$ cat src/rtl/sdmaPkg.sv
package sdmaPkg;

  localparam int SECTOR_BYTES    = 512;
  localparam int SECTORS_PER_TRK = 12;
  localparam int IDX_W           = $clog2(SECTOR_BYTES) + 1;
  localparam int LIN_W           = 13;

  localparam logic [2:0] FN_WRITE = 3'd1;
  localparam logic [2:0] FN_READ  = 3'd2;

  typedef enum logic [2:0] {
    ST_IDLE,
    ST_CHECK,
    ST_FILL_REQ,
    ST_FILL_CAP,
    ST_DRAIN,
    ST_NEXT,
    ST_FINISH
  } seqState_e;

  typedef struct packed {
    logic load;
    logic commit;
    logic flagErr;
    logic chunkSetup;
    logic srcRead;
    logic capture;
    logic drain;
    logic stepGeo;
  } seqStrobe_t;

endpackage

$ cat src/rtl/sdmaCtrl.sv
module sdmaCtrl
  import sdmaPkg::*;
(
  input  logic       clk,
  input  logic       rstN,
  input  logic       start,
  input  logic       funcValid,
  input  logic       remZero,
  input  logic       outOfRange,
  input  logic       lastByte,
  output seqStrobe_t stb,
  output logic       busy,
  output logic       done
);

  seqState_e state, nextState;

  always_ff @(posedge clk or negedge rstN) begin
    if (!rstN) state <= ST_IDLE;
    else       state <= nextState;
  end

  always_comb begin
    nextState = state;
    stb       = '0;
    unique case (state)
      ST_IDLE: begin
        if (start) begin
          stb.load  = 1'b1;
          nextState = ST_CHECK;
        end
      end
      ST_CHECK: begin
        if (!funcValid || remZero) begin
          stb.commit = 1'b1;
          nextState  = ST_FINISH;
        end else if (outOfRange) begin
          stb.commit  = 1'b1;
          stb.flagErr = 1'b1;
          nextState   = ST_FINISH;
        end else begin
          stb.chunkSetup = 1'b1;
          nextState      = ST_FILL_REQ;
        end
      end
      ST_FILL_REQ: begin
        stb.srcRead = 1'b1;
        nextState   = ST_FILL_CAP;
      end
      ST_FILL_CAP: begin
        stb.capture = 1'b1;
        nextState   = lastByte ? ST_DRAIN : ST_FILL_REQ;
      end
      ST_DRAIN: begin
        stb.drain = 1'b1;
        if (lastByte) nextState = ST_NEXT;
      end
      ST_NEXT: begin
        stb.stepGeo = 1'b1;
        nextState   = ST_CHECK;
      end
      ST_FINISH: nextState = ST_IDLE;
      default:   nextState = ST_IDLE;
    endcase
  end

  assign busy = (state != ST_IDLE);
  assign done = (state == ST_FINISH);

endmodule

$ cat src/rtl/sdmaDatapath.sv
module sdmaDatapath
  import sdmaPkg::*;
#(
  parameter int DISK_SECTORS = 4872,
  parameter int DSK_AW       = 22
) (
  input  logic              clk,
  input  logic              rstN,
  input  seqStrobe_t        stb,
  input  logic [2:0]        func,
  input  logic [15:0]       diskAddrIn,
  input  logic [15:0]       wordCount,
  input  logic [17:0]       busAddrIn,
  input  logic              inhibitInc,
  output logic              funcValid,
  output logic              remZero,
  output logic              outOfRange,
  output logic              lastByte,
  output logic [15:0]       diskAddrOut,
  output logic [17:0]       busAddrOut,
  output logic              errSector,
  output logic [1:0]        errCs,
  output logic              memReq,
  output logic              memWe,
  output logic [17:0]       memAddr,
  output logic [7:0]        memWdata,
  input  logic [7:0]        memRdata,
  output logic              dskReq,
  output logic              dskWe,
  output logic [DSK_AW-1:0] dskAddr,
  output logic [7:0]        dskWdata,
  input  logic [7:0]        dskRdata
);

  localparam int LEN_W  = 17;
  localparam int BUF_AW = $clog2(SECTOR_BYTES);

  logic             isWrite;
  logic             holdAddr;
  logic [15:0]      daHold;
  logic [3:0]       sec;
  logic             surf;
  logic [7:0]       cyl;
  logic [LEN_W-1:0] remaining;
  logic [IDX_W-1:0] curLen;
  logic [IDX_W-1:0] idx;
  logic [17:0]      addrReg;
  logic [7:0]       chunkBuf [SECTOR_BYTES];

  logic [15:0]      wcMag;
  logic [LEN_W-1:0] byteLen;
  logic [LIN_W-1:0] linIdx;
  logic [7:0]       fillData;
  logic [7:0]       bufOut;

  // Word count magnitude; 16'h8000 yields 32768 unsigned.
  assign wcMag   = wordCount[15] ? (~wordCount + 16'd1) : wordCount;
  assign byteLen = {wcMag, 1'b0};

  assign linIdx     = LIN_W'({cyl, surf}) * LIN_W'(SECTORS_PER_TRK) + LIN_W'(sec);
  assign outOfRange = int'(linIdx) >= DISK_SECTORS;
  assign remZero    = (remaining == '0);
  assign lastByte   = (idx == curLen - IDX_W'(1));

  assign fillData = isWrite ? memRdata : dskRdata;
  assign bufOut   = chunkBuf[idx[BUF_AW-1:0]];

  // Port drive: sources read during fill, destinations written during drain.
  assign memReq   = (stb.srcRead & isWrite) | (stb.drain & ~isWrite);
  assign memWe    = stb.drain & ~isWrite;
  assign memAddr  = addrReg;
  assign memWdata = bufOut;
  assign dskReq   = (stb.srcRead & ~isWrite) | (stb.drain & isWrite);
  assign dskWe    = stb.drain & isWrite;
  assign dskAddr  = DSK_AW'({linIdx, {BUF_AW{1'b0}}}) + DSK_AW'(idx);
  assign dskWdata = bufOut;

  always_ff @(posedge clk) begin
    if (stb.capture) chunkBuf[idx[BUF_AW-1:0]] <= fillData;
  end

  // Transfer control registers.
  always_ff @(posedge clk or negedge rstN) begin
    if (!rstN) begin
      isWrite   <= 1'b0;
      funcValid <= 1'b0;
      holdAddr  <= 1'b0;
      daHold    <= '0;
      remaining <= '0;
      curLen    <= '0;
      idx       <= '0;
    end else begin
      if (stb.load) begin
        isWrite   <= (func == FN_WRITE);
        funcValid <= (func == FN_WRITE) || (func == FN_READ);
        holdAddr  <= inhibitInc;
        daHold    <= diskAddrIn;
        remaining <= byteLen;
      end
      if (stb.chunkSetup) begin
        curLen <= (remaining >= LEN_W'(SECTOR_BYTES)) ? IDX_W'(SECTOR_BYTES)
                                                      : remaining[IDX_W-1:0];
        idx    <= '0;
      end
      if (stb.capture || stb.drain)
        idx <= lastByte ? '0 : idx + IDX_W'(1);
      if (stb.stepGeo)
        remaining <= remaining - LEN_W'(curLen);
    end
  end

  // Geometry walk: sector, then surface, then cylinder.
  always_ff @(posedge clk or negedge rstN) begin
    if (!rstN) begin
      sec  <= '0;
      surf <= 1'b0;
      cyl  <= '0;
    end else if (stb.load) begin
      sec  <= diskAddrIn[3:0];
      surf <= diskAddrIn[4];
      cyl  <= diskAddrIn[12:5];
    end else if (stb.stepGeo) begin
      if (sec >= 4'(SECTORS_PER_TRK - 1)) begin
        sec  <= '0;
        surf <= ~surf;
        if (surf) cyl <= cyl + 8'd1;
      end else begin
        sec <= sec + 4'd1;
      end
    end
  end

  // Memory address counter with hold option.
  always_ff @(posedge clk or negedge rstN) begin
    if (!rstN) begin
      addrReg <= '0;
    end else if (stb.load) begin
      addrReg <= busAddrIn;
    end else if (!holdAddr) begin
      if ((stb.capture && isWrite) || (stb.drain && !isWrite))
        addrReg <= addrReg + 18'd1;
    end
  end

  // Results and error flags.
  always_ff @(posedge clk or negedge rstN) begin
    if (!rstN) begin
      diskAddrOut <= '0;
      busAddrOut  <= '0;
      errSector   <= 1'b0;
      errCs       <= '0;
    end else begin
      if (stb.load) begin
        errSector <= 1'b0;
        errCs     <= '0;
      end
      if (stb.commit) begin
        diskAddrOut <= funcValid ? {3'b000, cyl, surf, sec} : daHold;
        busAddrOut  <= addrReg;
      end
      if (stb.flagErr) begin
        errSector <= 1'b1;
        errCs     <= 2'b11;
      end
    end
  end

endmodule

$ cat src/rtl/sectorDmaSeq.sv
module sectorDmaSeq
  import sdmaPkg::*;
#(
  parameter  int DISK_SECTORS = 4872,
  localparam int DSK_AW       = $clog2(DISK_SECTORS * SECTOR_BYTES)
) (
  input  logic              clk,
  input  logic              rstN,
  input  logic              start,
  input  logic [2:0]        func,
  input  logic [15:0]       diskAddrIn,
  input  logic [15:0]       wordCount,
  input  logic [17:0]       busAddrIn,
  input  logic              inhibitInc,
  output logic              busy,
  output logic              done,
  output logic [15:0]       diskAddrOut,
  output logic [17:0]       busAddrOut,
  output logic              errSector,
  output logic [1:0]        errCs,
  output logic              memReq,
  output logic              memWe,
  output logic [17:0]       memAddr,
  output logic [7:0]        memWdata,
  input  logic [7:0]        memRdata,
  output logic              dskReq,
  output logic              dskWe,
  output logic [DSK_AW-1:0] dskAddr,
  output logic [7:0]        dskWdata,
  input  logic [7:0]        dskRdata
);

  seqStrobe_t stb;
  logic funcValid, remZero, outOfRange, lastByte;

  sdmaCtrl ctrl_i (
    .clk        (clk),
    .rstN       (rstN),
    .start      (start),
    .funcValid  (funcValid),
    .remZero    (remZero),
    .outOfRange (outOfRange),
    .lastByte   (lastByte),
    .stb        (stb),
    .busy       (busy),
    .done       (done)
  );

  sdmaDatapath #(
    .DISK_SECTORS (DISK_SECTORS),
    .DSK_AW       (DSK_AW)
  ) dp_i (
    .clk         (clk),
    .rstN        (rstN),
    .stb         (stb),
    .func        (func),
    .diskAddrIn  (diskAddrIn),
    .wordCount   (wordCount),
    .busAddrIn   (busAddrIn),
    .inhibitInc  (inhibitInc),
    .funcValid   (funcValid),
    .remZero     (remZero),
    .outOfRange  (outOfRange),
    .lastByte    (lastByte),
    .diskAddrOut (diskAddrOut),
    .busAddrOut  (busAddrOut),
    .errSector   (errSector),
    .errCs       (errCs),
    .memReq      (memReq),
    .memWe       (memWe),
    .memAddr     (memAddr),
    .memWdata    (memWdata),
    .memRdata    (memRdata),
    .dskReq      (dskReq),
    .dskWe       (dskWe),
    .dskAddr     (dskAddr),
    .dskWdata    (dskWdata),
    .dskRdata    (dskRdata)
  );

endmodule

$ cat config.mk
export PLATFORM = sky130hd
export DESIGN_NAME = sectorDmaSeq
export DESIGN_NICKNAME = d
export VERILOG_FILES = /design/src/rtl/sdmaPkg.sv /design/src/rtl/sdmaCtrl.sv /design/src/rtl/sdmaDatapath.sv /design/src/rtl/sectorDmaSeq.sv
export SDC_FILE = /design/constraint.sdc
export NUM_CORES = 2
export LEC_CHECK = 0
export BUFFER_PORTS_ARGS = -buffer_cell sky130_fd_sc_hd__buf_2
export CELL_PAD_IN_SITES_DETAIL_PLACEMENT = 0
export CELL_PAD_IN_SITES_GLOBAL_PLACEMENT = 1
export CORE_ASPECT_RATIO = 1.25
export CORE_MARGIN = 1.5
export CORE_UTILIZATION = 35
export CTS_CLUSTER_DIAMETER = 50
export CTS_CLUSTER_SIZE = 12
export DETAILED_ROUTE_END_ITERATION = 7
export PLACE_DENSITY_LB_ADDON = 0.3
export SYNTH_ARGS = -nofsm -noshare
export SYNTH_HDL_FRONTEND = slang
export SYNTH_SLANG_ARGS = --single-unit
$ cat constraint.sdc
create_clock -name clk -period 15.24 [get_ports clk]
set_clock_uncertainty 0.1 [all_clocks]
set_input_delay 1.524 -clock clk [delete_from_list [all_inputs] [get_ports clk]]
set_output_delay 1.524 -clock clk [all_outputs]
set_load 0.01 [all_outputs]
### Yosys cells after proc, flatten, opt, wreduce, memory -nomap -nowiden

Memory sizes are Yosys's and may differ from the RTL's.
Cells that the tools add are included.

| storage, ports and cells | value |
|---|---|
| flip-flop bits (word level) | 127 |
| bits in writable memories | 4096 |
| logic and storage cells | 117 |
| memories kept | 1 |

Memory list:

| name | depth | bits a word | read ports | clocked after Yosys merged registers in | wr ports | line | source |
|---|---|---|---|---|---|---|---|
| dp_i.chunkBuf | 512 | 8 | 1 | 0 | 1 | sdmaDatapath.sv:48 | `logic [7:0] chunkBuf [SECTOR_BYTES];` |

| operators by class | value |
|---|---|
| add/subtract/negate cells | 9 |
| multiply operators | 1 |
| magnitude comparators | 3 |
| equal/unequal tests | 12 |
| multiplexer cells | 45 |
| bitwise operators | 9 |
| reductions and logical operators | 21 |

Operators by type and width:

| operator | count |
|---|---|
| two-way mux 18 bit | 3 |
| two-way mux 10 bit | 4 |
| two-way mux 8 bit | 5 |
| two-way mux 17 bit | 2 |
| two-way mux 16 bit | 2 |
| adder 22 x 10 -> 22 bit | 1 |
| adder 18 x 1 -> 18 bit, second input constant | 1 |
| two-way mux 3 bit | 6 |
| case mux 3 bit (6 select lines) | 1 |
| greater-or-equal comparator 17 x 10 -> 1 bit, second input constant | 1 |
| zero test 17 bit | 1 |
| subtractor 17 x 10 -> 17 bit | 1 |
| adder 16 x 1 -> 16 bit, second input constant | 1 |
| NOT 16 bit | 1 |
| two-way mux 1 bit | 15 |
| adder 13 x 4 -> 13 bit | 1 |
| greater-or-equal comparator 13 bit, second input constant | 1 |
| two-way mux 4 bit | 3 |
| nonzero test 2 bit | 6 |
| multiplier 9 x 2 -> 11 bit, second input constant | 1 |
| adder 10 x 1 -> 10 bit, second input constant | 1 |
| == test 10 bit | 1 |
| subtractor 10 x 1 -> 10 bit, second input constant | 1 |
| == test 3 x 2 -> 1 bit, second input constant | 3 |
| 18 further kinds | 37 |

### Depth between registers and ports, before layout

| logic depth | value |
|---|---|
| word-level depth | 8 |
| gate-level depth with buffers | 14 |
| depth with buffers taken out | 11 |

### Modules after synthesis

From an unflattened synthesis, not the netlist that was laid out.

| second synthesis, totals | value |
|---|---|
| cells, all modules | 7839 |
| area total of the unflattened synthesis | 166085.5 um^2 |

Modules (own cells, without submodules):

| module | times used | cells each | area an instance (um^2) | sequential area each (um^2) |
|---|---|---|---|---|
| sdmaDatapath | 1 | 7810 | 165859.1 | 126050.9 |
| sdmaCtrl | 1 | 29 | 226.5 | 75.1 |

### Least setup slack after synthesis

OpenSTA, ideal clock, no wires.

| timing | value |
|---|---|
| kind | input-to-reg |
| from | input memRdata[0] |
| to | memory dp_i.chunkBuf[0][0] (data pin) |
| library setup time | 912 ps |
| data arrival time | 5070 ps |
| slack | 9158 ps |
| cell stages on the path | 1 |
| path through | mux2_2 |

| on the way | value |
|---|---|
| word-level cells in the longest chain between the ends | 1 |

Ends and longest elaborated chain:

| element | line | source |
|---|---|---|
| start: declaration | sectorDmaSeq.sv:25 | `input logic [7:0] memRdata,` |
| two-way mux 8 bit | sdmaDatapath.sv:65 | `assign fillData = isWrite ? memRdata : dskRdata;` |
| end: declaration | sdmaDatapath.sv:48 |  |

Every way passes these cells.

### Final worst setup path

| timing | value |
|---|---|
| from | register dp_i.idx[0] |
| to | output dskWdata[5] |

| on the way | value |
|---|---|
| word-level cells in the longest chain between the ends | 1 |

Ends and longest elaborated chain:

| element | line | source |
|---|---|---|
| start: declaration | sdmaDatapath.sv:46 | `logic [IDX_W-1:0] idx;` |
| start signal: assignment | sdmaDatapath.sv:106 | `idx <= lastByte ? '0 : idx + IDX_W'(1);` |
| memory read (512 x 8 bit) | -- |  |
| end: declaration | sectorDmaSeq.sv:29 | `output logic [7:0] dskWdata,` |

Every way passes these cells.

==> results.py <==
metrics = {
    "global_route": {
        "grt_start_max_net_pins": 217,
        "first_pass_grt_wire_length_um": 643100,
        "grt_antenna_before_repair": 19,
        "overflow": 0,
        "first_global_vias": 82674,
        "total_routing_usage_gr_pct": 18.71,
    },
    "placement": {
        "postPlaceCellArea_um2": 174400,
        "post-place-ws_ps": 7231,
        "gpl.final_weighted_congestion": 0.7951,
        "dpl.hpwl_um": 270400,
        "port_buffers": 171,
    },
    "sta": {
        "maximum_operating_frequency_ghz": 0.1106,
        "worst-slew-pin-transition_ps": 1392,
        "setup_viol_count_final": 0,
        "final_min_period_over_clock_period_pct": 59.34,
        "setup_total_negative_slack_ps": 0,
        "fin_max_slew_vios": 0,
        "rsz0062_at_grt": "no",
        "report.final.hold_viol_count": 0,
        "slew_headroom_pct": 7.170,
        "fin_crit_ps": 9044,
        "fin_ws_ps": 6196,
    },
    "die": {
        "die_area_um2": 478600,
        "top_level_ports": 172,
        "placeableCoreArea_um2": 472100,
        "fp.dieH_um": 773.1,
        "initial_core_util_pct": 35.18,
        "floorplan.rows": 282,
        "dieWidth_um": 619.1,
    },
    "cts": {
        "cts_buffers": 420,
        "cts_tree": "done",
        "clock-root-buffer": "sky130_fd_sc_hd__clkbuf_16",
        "post-cts-setup-buffers": 0,
        "h-tree-depth": 5,
        "cts-resized-gates": 0,
        "insertion_delay_ps": 990,
        "clkSinkCount": 4221,
        "cts_hold_buf": 0,
        "clk_pin_slew_worst_paths_ps": 60,
        "clockBufferDepth": 4,
    },
    "routing": {
        "drt.antenna.violating_nets": 0,
        "wl_per_cell_um": 31.48,
        "detail_route.vias_per_cell": 5.526,
        "drt_pre_antenna_iters": 5,
        "drt_iter0_markers": 8385,
        "routed-via-count": 79551,
        "route.final.wire_length_um": 453200,
        "drt_drc_violations_left": 0,
    },
    "final_layout": {
        "drive_above_1_share_pct": 26.57,
        "final_common_cell": "sky130_fd_sc_hd__edfxtp_1",
        "nets": 8062,
        "layout.core_utilization_pct": 39.51,
        "final_design_area_no_fill_um2": 186500,
        "area.growth.synth_to_final_pct": 12.31,
        "final_cell_mix": "sky130_fd_sc_hd__edfxtp_1, sky130_fd_sc_hd__mux4_2, sky130_fd_sc_hd__nor2_1",
    },
    "synthesis": {
        "synth-warning-count": 0,
        "mappedNetlistNets": 7801,
        "mean_instance_size_in_the_synthesized_netlist_um2": 21.59,
        "synth_cell_type_count": 79,
        "synth_sequential_area_ratio_pct": 75.95,
        "syn-cell-area_um2": 166100,
        "synthArstFlopShare_pct": 2.961,
        "synth-edff-count": 4096,
        "syn-instance-count": 7691,
        "yosys_register_bits": 4221,
        "dominantRegCellSynth": "sky130_fd_sc_hd__edfxtp_1",
    },
    "worst_hold_path": {
        "hold_path.class": "flop to flop",
    },
    "critical_path": {
        "worstPathMaxFanout": 90,
        "critical_path.endpoint_type": "primary output",
        "cp.required_ps": 13620,
        "arrival_ps": 7420,
        "critPathLaunchType": "flop",
        "critical_path_class": "flop to primary output",
    },
    "pwr": {
        "totalPowerFinal_uw": 32210,
        "cellPowerDensity_nw_per_um2": 172.7,
        "ir_drop_mv": 0.1162,
        "cellLeakagePower_uw": 0.05681,
    },
    "run": {
        "drv.max_cap_violation_count": 0,
    },
    "run_status": {
        "outcome": "completed",
    },
}
==> metal layers <==
layer / track usage, % / vias up / share of wire (%)
li1: - / 32482 / -
met1: 24.41 / 43616 / 40
met2: 32.33 / 2792 / 51
met3: 2.444 / 659 / 5.8
met4: 6.073 / 2 / 3.6
met5: 0 / - / 0.0029
==> cells by family after synthesis <==
family,count (synthesis),synth area share (%)
buffers and inverters,521,1.397
AND/OR/NAND/NOR,1129,2.889
XOR/XNOR,58,0.3059
multiplexers,1366,17.69
AO/OA/AOI/OAI,359,1.472
flip-flops,4221,75.95
adder cells (fa/ha/maj),37,0.2923
==> registers in the layout, summed over array words and instances (netlist names), 10 cells and up <==
name              count
dp_i.curLen          10
dp_i.daHold          16
dp_i.diskAddrOut     16
dp_i.remaining       17
dp_i.memAddr         18
dp_i.busAddrOut      18
dp_i.idx             10
dp_i.chunkBuf      4096
==> layout make-up <==
type	count	area, µm²
fill	41761	285600
timing repair buffer	315	2216
inverter	45	178.9
clock inverter	114	1230
multi-input combinational	2949	38030
sequential	4221	126100
antenna	5	12.51
clock buffer	498	10870
tap	6248	7818
==> worst max-delay path, cell delays in order (launching register included) <==
cell	delay, ps
sky130_fd_sc_hd__dfrtp_4	690
sky130_fd_sc_hd__buf_12	560
sky130_fd_sc_hd__buf_4	570
sky130_fd_sc_hd__buf_12	550
sky130_fd_sc_hd__mux4_2	600
sky130_fd_sc_hd__mux4_2	530
sky130_fd_sc_hd__a22oi_1	430
sky130_fd_sc_hd__nand4_1	140
sky130_fd_sc_hd__a211oi_1	1020
sky130_fd_sc_hd__o311ai_2	550
sky130_fd_sc_hd__buf_2	290
==> cells in the mapped netlist (all sizes together) (45+ instances only) <==
cell | n | area [µm²]
a21oi | 60 | 300.3
buf | 219 | 1186
clkbuf | 257 | 964.7
dfrtp | 125 | 3128
edfxtp | 4096 | 123000
inv | 45 | 168.9
mux2 | 53 | 596.8
mux2i | 63 | 630.6
mux4 | 1250 | 28150
nand2 | 249 | 934.7
nand3 | 90 | 450.4
nor2 | 606 | 2275
nor3 | 56 | 280.3
o21ai | 81 | 405.4
==> stage by stage <==
step | hold WS (ps) | std cells
CTS | 325.1 | 14390
global route | 395.2 | 14392
global placement | 353.3 | 13777
finish | 368.6 | 14395
floorplan | 341.9 | 7691
detailed placement | 359.1 | 13778
==> where the power goes <==
part           total [µW]  switching [µW]  internal (µW)  leakage [µW]
Combinational        9150            5310           3840        0.0126
Clock                9530            4350           5180       0.00586
Sequential          13500             226          13300        0.0383
==> final timing paths <==
check	start	endpoint	slack, ps	depth (start not counted)
setup / recovery	dp_i.idx[0]	dskWdata[5]	6200	10
hold reg to reg	dp_i.daHold[7]	dp_i.daHold[7]	370	2
max in group asynchronous	rstN	dp_i.remaining[2]	13180	2
min in group asynchronous	rstN	dp_i.daHold[10]	400	1
setup reg to reg	dp_i.idx[3]	dp_i.chunkBuf[210][1]	10270	6
hold / removal	dp_i.daHold[7]	dp_i.daHold[7]	370	2
(Power assumes the default switching activity.)
